===== src/rtl/ilc_pkg.sv =====
package ilc_pkg;

  localparam logic [1:0] LVL_NEVER = 2'd3;
  localparam int STAT_IE_BIT = 2;

  typedef struct packed {
    logic       ie;
    logic [1:0] lvl;
  } status_t;

  typedef struct packed {
    logic capture;   // latch arbitration winner into the grant
    logic enter;     // acknowledge: push status, load new level
    logic leave;     // return: pop status
    logic wrStatus;  // software write of status accepted
  } ctrl_t;

endpackage


===== src/rtl/ilc_datapath.sv =====
module ilc_datapath
  import ilc_pkg::*;
#(
  parameter int NUM_SRC = 16,
  parameter int DEPTH   = 4,
  parameter int DW      = 8,
  parameter int AW      = 3,
  parameter int VW      = 4
) (
  input  logic               clk,
  input  logic               rstN,
  input  ctrl_t              ctrl,
  input  logic [NUM_SRC-1:0] irqReq,
  input  logic               regWrEn,
  input  logic [AW-1:0]      regAddr,
  input  logic [DW-1:0]      regWrData,
  output logic               anyEligible,
  output logic               stackFull,
  output logic               stackEmpty,
  output logic [VW-1:0]      vecIdx,
  output status_t            status
);

  localparam int FIELDS_PER_REG = DW / 2;
  localparam int CNTW = $clog2(DEPTH + 1);
  localparam int IDXW = (DEPTH > 1) ? $clog2(DEPTH) : 1;

  logic [1:0]         lvlField [NUM_SRC];
  logic [1:0]         effLvl   [NUM_SRC];
  logic [NUM_SRC-1:0] eligible;

  // Per-source level fields and eligibility
  for (genvar s = 0; s < NUM_SRC; s++) begin : g_src
    localparam int REG_IDX = s / FIELDS_PER_REG;
    localparam int SLOT    = s % FIELDS_PER_REG;

    always_ff @(posedge clk) begin
      if (!rstN)
        lvlField[s] <= LVL_NEVER;
      else if (regWrEn && (regAddr == AW'(REG_IDX)))
        lvlField[s] <= regWrData[2*SLOT +: 2];
    end

    assign effLvl[s]   = (lvlField[s] == 2'd0) ? 2'd1 : lvlField[s];
    assign eligible[s] = irqReq[s] && status.ie &&
                         (effLvl[s] != LVL_NEVER) && (effLvl[s] < status.lvl);
  end

  // Arbitration: smallest level first, lowest index on ties
  logic          found;
  logic [1:0]    bestLvl;
  logic [VW-1:0] bestIdx;

  always_comb begin
    found   = 1'b0;
    bestLvl = LVL_NEVER;
    bestIdx = '0;
    for (int i = 0; i < NUM_SRC; i++) begin
      if (eligible[i] && (!found || (effLvl[i] < bestLvl))) begin
        found   = 1'b1;
        bestLvl = effLvl[i];
        bestIdx = VW'(i);
      end
    end
  end

  assign anyEligible = found;

  // Held grant contents
  logic [1:0] lvlReg;

  always_ff @(posedge clk) begin
    if (!rstN) begin
      vecIdx <= '0;
      lvlReg <= LVL_NEVER;
    end else if (ctrl.capture) begin
      vecIdx <= bestIdx;
      lvlReg <= bestLvl;
    end
  end

  // Save stack
  status_t          stackMem [DEPTH];
  logic [CNTW-1:0]  stackPtr;
  logic [IDXW-1:0]  pushIdx;
  logic [IDXW-1:0]  popIdx;

  assign pushIdx    = IDXW'(stackPtr);
  assign popIdx     = IDXW'(stackPtr - CNTW'(1));
  assign stackFull  = (stackPtr == CNTW'(DEPTH));
  assign stackEmpty = (stackPtr == '0);

  always_ff @(posedge clk) begin
    if (ctrl.enter)
      stackMem[pushIdx] <= status;
  end

  always_ff @(posedge clk) begin
    if (!rstN)
      stackPtr <= '0;
    else if (ctrl.enter)
      stackPtr <= stackPtr + CNTW'(1);
    else if (ctrl.leave)
      stackPtr <= stackPtr - CNTW'(1);
  end

  // Current status: enable and level
  always_ff @(posedge clk) begin
    if (!rstN) begin
      status.ie  <= 1'b0;
      status.lvl <= LVL_NEVER;
    end else if (ctrl.enter) begin
      status.lvl <= lvlReg;
    end else if (ctrl.leave) begin
      status <= stackMem[popIdx];
    end else if (ctrl.wrStatus) begin
      status.ie  <= regWrData[STAT_IE_BIT];
      status.lvl <= regWrData[1:0];
    end
  end

  AST_STACK_BOUND: assert property (@(posedge clk) disable iff (!rstN)
    stackPtr <= CNTW'(DEPTH));
  AST_LEVEL3_NEVER: assert property (@(posedge clk) disable iff (!rstN)
    ctrl.capture |=> lvlReg != LVL_NEVER);
  AST_ENTER_URGENT: assert property (@(posedge clk) disable iff (!rstN)
    ctrl.enter |=> (status.lvl < $past(status.lvl)) && (status.ie == $past(status.ie)));
  AST_PUSH_DEPTH: assert property (@(posedge clk) disable iff (!rstN)
    ctrl.enter |=> stackPtr == $past(stackPtr) + CNTW'(1));

endmodule


===== src/rtl/ilc_control.sv =====
module ilc_control
  import ilc_pkg::*;
(
  input  logic  clk,
  input  logic  rstN,
  input  logic  anyEligible,
  input  logic  stackFull,
  input  logic  stackEmpty,
  input  logic  intAck,
  input  logic  retStrobe,
  input  logic  wrStatusReq,
  output ctrl_t ctrl,
  output logic  intReq
);

  logic held;

  always_comb begin
    ctrl.capture  = !held && anyEligible && !stackFull;
    ctrl.enter    = held && intAck;
    ctrl.leave    = retStrobe && !stackEmpty && !ctrl.enter;
    ctrl.wrStatus = wrStatusReq && !ctrl.enter && !ctrl.leave;
  end

  always_ff @(posedge clk) begin
    if (!rstN)
      held <= 1'b0;
    else if (ctrl.enter)
      held <= 1'b0;
    else if (ctrl.capture)
      held <= 1'b1;
  end

  assign intReq = held;

  AST_ACK_DROPS: assert property (@(posedge clk) disable iff (!rstN)
    (intReq && intAck) |=> !intReq);
  AST_NO_FULL_GRANT: assert property (@(posedge clk) disable iff (!rstN)
    (!intReq && stackFull) |=> !intReq);
  AST_ONE_ACTION: assert property (@(posedge clk) disable iff (!rstN)
    $onehot0({ctrl.enter, ctrl.leave, ctrl.wrStatus}));

endmodule


===== src/rtl/irq_level_ctrl.sv =====
module irq_level_ctrl
  import ilc_pkg::*;
#(
  parameter int NUM_SRC = 16,
  parameter int DEPTH   = 4,
  parameter int DW      = 8,
  localparam int NUM_REGS = (NUM_SRC + DW/2 - 1) / (DW/2),
  localparam int AW       = $clog2(NUM_REGS + 1),
  localparam int VW       = $clog2(NUM_SRC)
) (
  input  logic               clk,
  input  logic               rstN,
  input  logic [NUM_SRC-1:0] irqReq,
  input  logic               regWrEn,
  input  logic [AW-1:0]      regAddr,
  input  logic [DW-1:0]      regWrData,
  input  logic               intAck,
  input  logic               retStrobe,
  output logic               intReq,
  output logic [VW-1:0]      vecIdx,
  output logic               pcSave,
  output logic [1:0]         statusLevel,
  output logic               statusIe
);

  ctrl_t   ctrl;
  status_t status;
  logic    anyEligible;
  logic    stackFull;
  logic    stackEmpty;
  logic    wrStatusReq;

  assign wrStatusReq = regWrEn && (regAddr == AW'(NUM_REGS));

  ilc_control u_control (
    .clk         (clk),
    .rstN        (rstN),
    .anyEligible (anyEligible),
    .stackFull   (stackFull),
    .stackEmpty  (stackEmpty),
    .intAck      (intAck),
    .retStrobe   (retStrobe),
    .wrStatusReq (wrStatusReq),
    .ctrl        (ctrl),
    .intReq      (intReq)
  );

  ilc_datapath #(
    .NUM_SRC (NUM_SRC),
    .DEPTH   (DEPTH),
    .DW      (DW),
    .AW      (AW),
    .VW      (VW)
  ) u_datapath (
    .clk         (clk),
    .rstN        (rstN),
    .ctrl        (ctrl),
    .irqReq      (irqReq),
    .regWrEn     (regWrEn),
    .regAddr     (regAddr),
    .regWrData   (regWrData),
    .anyEligible (anyEligible),
    .stackFull   (stackFull),
    .stackEmpty  (stackEmpty),
    .vecIdx      (vecIdx),
    .status      (status)
  );

  assign pcSave      = ctrl.enter;
  assign statusLevel = status.lvl;
  assign statusIe    = status.ie;

  AST_GRANT_HELD: assert property (@(posedge clk) disable iff (!rstN)
    (intReq && !intAck) |=> intReq && $stable(vecIdx));
  AST_GRANT_ENABLED: assert property (@(posedge clk) disable iff (!rstN)
    $rose(intReq) |-> $past(statusIe));
  AST_RET_EMPTY: assert property (@(posedge clk) disable iff (!rstN)
    (retStrobe && stackEmpty && !regWrEn && !(intReq && intAck))
      |=> $stable(statusLevel) && $stable(statusIe));

endmodule


===== config.mk =====
export PLATFORM = sky130hd
export DESIGN_NAME = irq_level_ctrl
export DESIGN_NICKNAME = d
export VERILOG_FILES = /design/src/rtl/ilc_pkg.sv /design/src/rtl/ilc_datapath.sv /design/src/rtl/ilc_control.sv /design/src/rtl/irq_level_ctrl.sv
export SDC_FILE = /design/constraint.sdc
export NUM_CORES = 1
export LEC_CHECK = 0
export BUFFER_PORTS_ARGS = -buffer_cell sky130_fd_sc_hd__buf_2
export CAP_MARGIN = 10
export CORE_ASPECT_RATIO = 0.9
export CORE_UTILIZATION = 62
export CTS_BUF_LIST = sky130_fd_sc_hd__clkbuf_4 sky130_fd_sc_hd__clkbuf_8
export DETAILED_ROUTE_END_ITERATION = 7
export HOLD_SLACK_MARGIN = 0.02
export PLACE_DENSITY = 0.8
export SLEW_MARGIN = 40
export SYNTH_ARGS = -nofsm -noshare
export SYNTH_HDL_FRONTEND = slang
export SYNTH_SLANG_ARGS = --single-unit

===== constraint.sdc =====
create_clock -name clk -period 5 [get_ports clk]
set_input_delay 0.25 -clock clk [delete_from_list [all_inputs] [get_ports clk]]
set_output_delay 0.25 -clock clk [all_outputs]
set_load 0.05 [all_outputs]

==> results.yml <==
status:
  status: "complete, no violations"
logic_synthesis:
  synth.distinct_cells: 76
  yosys.area.top_type_share: 0.3226
  syn_area_um2: 4095
  synth_top_area_cell: "edfxtp_1"
  ys_async_sr_fraction: 0
  synth_area_per_cell_um2: 9.704
  synth-main-ff-cell: "edfxtp_1"
  syn-num-nets: 477
  synthTopCellsByCount: "edfxtp_1 (44), nand2_1 (38), nor2_1 (31)"
  yosys_register_bits: 57
  ys_warn_count: 0
  synth_area_leaders: "edfxtp_1 (32%), ha_1 (7.0%), dfxtp_1 (6.4%), nand2_1 (3.5%), or3_1 (3.4%)"
  syn_inst: 422
  seq_area_frac_synth: 0.3862
  synth.most_common_cell: "edfxtp_1"
  synth_edf_count: 44
floorplanning:
  rows: 27
  io_pins: 41
  die_height_um: 79.10
  die_x_um: 87.67
  start_util: 0.6553
  core_area_um2: 6250
  die_area_um2: 6935
cells_and_area:
  diodes: 0
  seqCellArea_um2: 1587
  nFillCells: 460
  finalNonFillerCells: 551
  multi_input_area_um2: 2399
  nNetsFinal: 514
  drive_above_1_share: 0.2478
  final_core_util: 0.7413
  area_delta_synth_final_pct: 13.14
route:
  wl_per_cell_um: 18.24
  vias_per_cell: 6.443
  dr.pass1.iters: 5
  drt_iter0_markers: 193
  vias: 3550
  drc: 0
  drtAntennaViolNets: 0
  drt-total-wl_mm: 10.05
global_routing:
  grt_pass1_vias: 3104
  grt_max_degree: 17
  grt-ovfl-total: 0
  grtUsageTotal: 0.2998
  antenna_found_initial: 0
  grt_first_pass_wirelength_mm: 15.24
clock_network:
  cts-buffers-inserted: 9
  insertion_delay_ps: 340
  cts_tree: "built"
  htree_num_levels: 3
  cts.sinks: 57
  cts.path.max_buffers: 2
  clk_pin_slew_ps: 70
  root_buffer: "clkbuf_8"
  ctsHoldBuffers: 0
timing:
  hold_viol: 0
  slew_headroom: 0.5134
  fin_crit_ps: 4691
  setup_viol: 0
  worst_slew_pin_slew_ps: 725.1
  drv_slew: 0
  fmax_mhz: 213.2
  fin_crit_sh: 0.9383
  clock_skew_ps: 12.14
power_and_ir_drop:
  ir_worst_vdd_mv: 0.4620
  p_leak_nw: 1.801
  switching_share: 0.4396
  p_sw_mw: 1.060
  powerDensity_nw_per_um2: 520.3
  internal_power_mw: 1.351
  p_total_mw: 2.411
  comb_power_share: 0.530
  seqPwrFrac: 0.290
  pwr-share-clk: 0.180
worst_setup_path:
  cp_top_family: "compound AO/OA/AOI/OAI gates"
  cpMostUsedCell: "ha_1"
  cp_data_required_time_ps: 5270
  crit_chain: "inv_2 > ha_1 > a21boi_2 > a2111oi_4 > and3b_2 > o21a_1 > o211a_1 > or2_4 > nand2_1 > ha_2 > nor2_1 > o211ai_1 > inv_1 > ha_1 > a21boi_0 > a311o_1 > a21oi_2 > o21ai_2 > and3b_1 > a21oi_1"
  cpPeakStageDelay_ps: 570
  crit_path_start_kind: "flop"
  slowest_stage: "a2111oi_4"
  end_kind: "flop"
  worstPathMaxFanout: 8
  cp.arrival_ps: 4960
  worst-path-buf-inv: 2
  criticalPathCategory: "reg2reg"
placed_design:
  gp_congestion: 0.9439
  hpwl_mm: 7.510
  placed_cells: 530
  numPortBuffers: 40
min_path:
  hold_class: "in2reg"
job:
  cap_violations: 0
## path summary, 6_finish.rpt
check	depth (start not counted)	slack [ps]	to	start
max	20	310	u_datapath.vecIdx[1]	u_datapath.status[1]
min	2	240	u_datapath.lvlField[1][1]	regWrData[3]
max reg2reg	20	310	u_datapath.vecIdx[1]	u_datapath.status[1]
min reg2reg	0	500	u_datapath.stackMem[0][1]	u_datapath.status[1]
## metrics by stage
| step | hold WS [ps] | worst slack [ps] | setup TNS [ps] | cell area, um2 |
|---|---|---|---|---|
| final | 244.1 | 308.6 | 0 | 4633 |
| after global routing | 242.0 | -9.204 | -9.204 | 4633 |
| after floorplan | 388.4 | 115.3 | 0 | 4095 |
| after global placement | 516.3 | 352.5 | 0 | 4337 |
| after CTS | 227.8 | 150.2 | 0 | 4541 |
| after detailed placement | 518.5 | 149.8 | 0 | 4337 |
## logic make-up (layout without fill, tap and decap cells)
| logic type | Yosys count | after routing | share of synthesized area |
|---|---|---|---|
| AO/OA/AOI/OAI | 102 | 102 | 0.2084 |
| XOR/XNOR | 2 | 2 | 0.004278 |
| adder cells (fa/ha/maj) | 23 | 23 | 0.07027 |
| buffers and inverters | 39 | 81 | 0.04033 |
| flip-flops | 57 | 57 | 0.3862 |
| multiplexers | 5 | 5 | 0.02169 |
| AND/OR/NAND/NOR | 194 | 194 | 0.2689 |
## power by group through the flow
stage | combinational [mW] | sequential, mW | clock, mW
floorplan | 0.884 | 0.733 | 0
global placement | 1.15 | 0.696 | 0
detailed placement | 1.19 | 0.698 | 0
CTS | 1.20 | 0.691 | 0.441
global route | 1.40 | 0.705 | 0.459
finish | 1.28 | 0.698 | 0.434
## metal layers
| layer | track usage | wire (um) | up-vias |
|---|---|---|---|
| li1 | - | - | 1691 |
| met4 | 0.1148 | 176 | 0 |
| met2 | 0.4688 | 4481 | 166 |
| met3 | 0.04678 | 720 | 17 |
| met1 | 0.4204 | 4674 | 1676 |
| met5 | 0 | 0 | - |
## layout by cell type, fill, tap and decap left out, types with 6 or more instances in the layout
master    instances
or2_2            11
o21ai_0          11
a221o_1           6
clkbuf_8         10
nand3b_1         17
o21ai_1           8
nor2b_1           7
nand3_1           7
or3_1            22
buf_4            11
dfxtp_1          11
buf_2            40
nor2_1           31
a21oi_1          13
edfxtp_1         44
ha_1             22
nand2b_1         14
nand2_1          38
nor3_1           16
inv_1            12
## area by class of cell
| cell class | instances | area share |
|---|---|---|
| clock buffers | 10 | 0.02971 |
| flip-flops and latches | 57 | 0.3424 |
| multi-input cells | 326 | 0.5177 |
| repair buffers | 51 | 0.06103 |
| clock inverters | 6 | 0.01431 |
| inverters | 14 | 0.01134 |
| well taps | 87 | 0.02349 |
## state kept, by name, summed over array words and instances, names as in the netlist
register             count
u_datapath.stackPtr      3
u_control.intReq         1
u_datapath.lvlReg        2
u_datapath.stackMem     12
u_datapath.vecIdx        4
u_datapath.lvlField     32
u_datapath.status        3
## what timing repair did
action | CTS | global route
resized for setup | 0 | 13
buffers inserted | 0 | 5
endpoints found under the setup margin | 0 | 6
No activity file was read; power rests on OpenSTA's default activity.
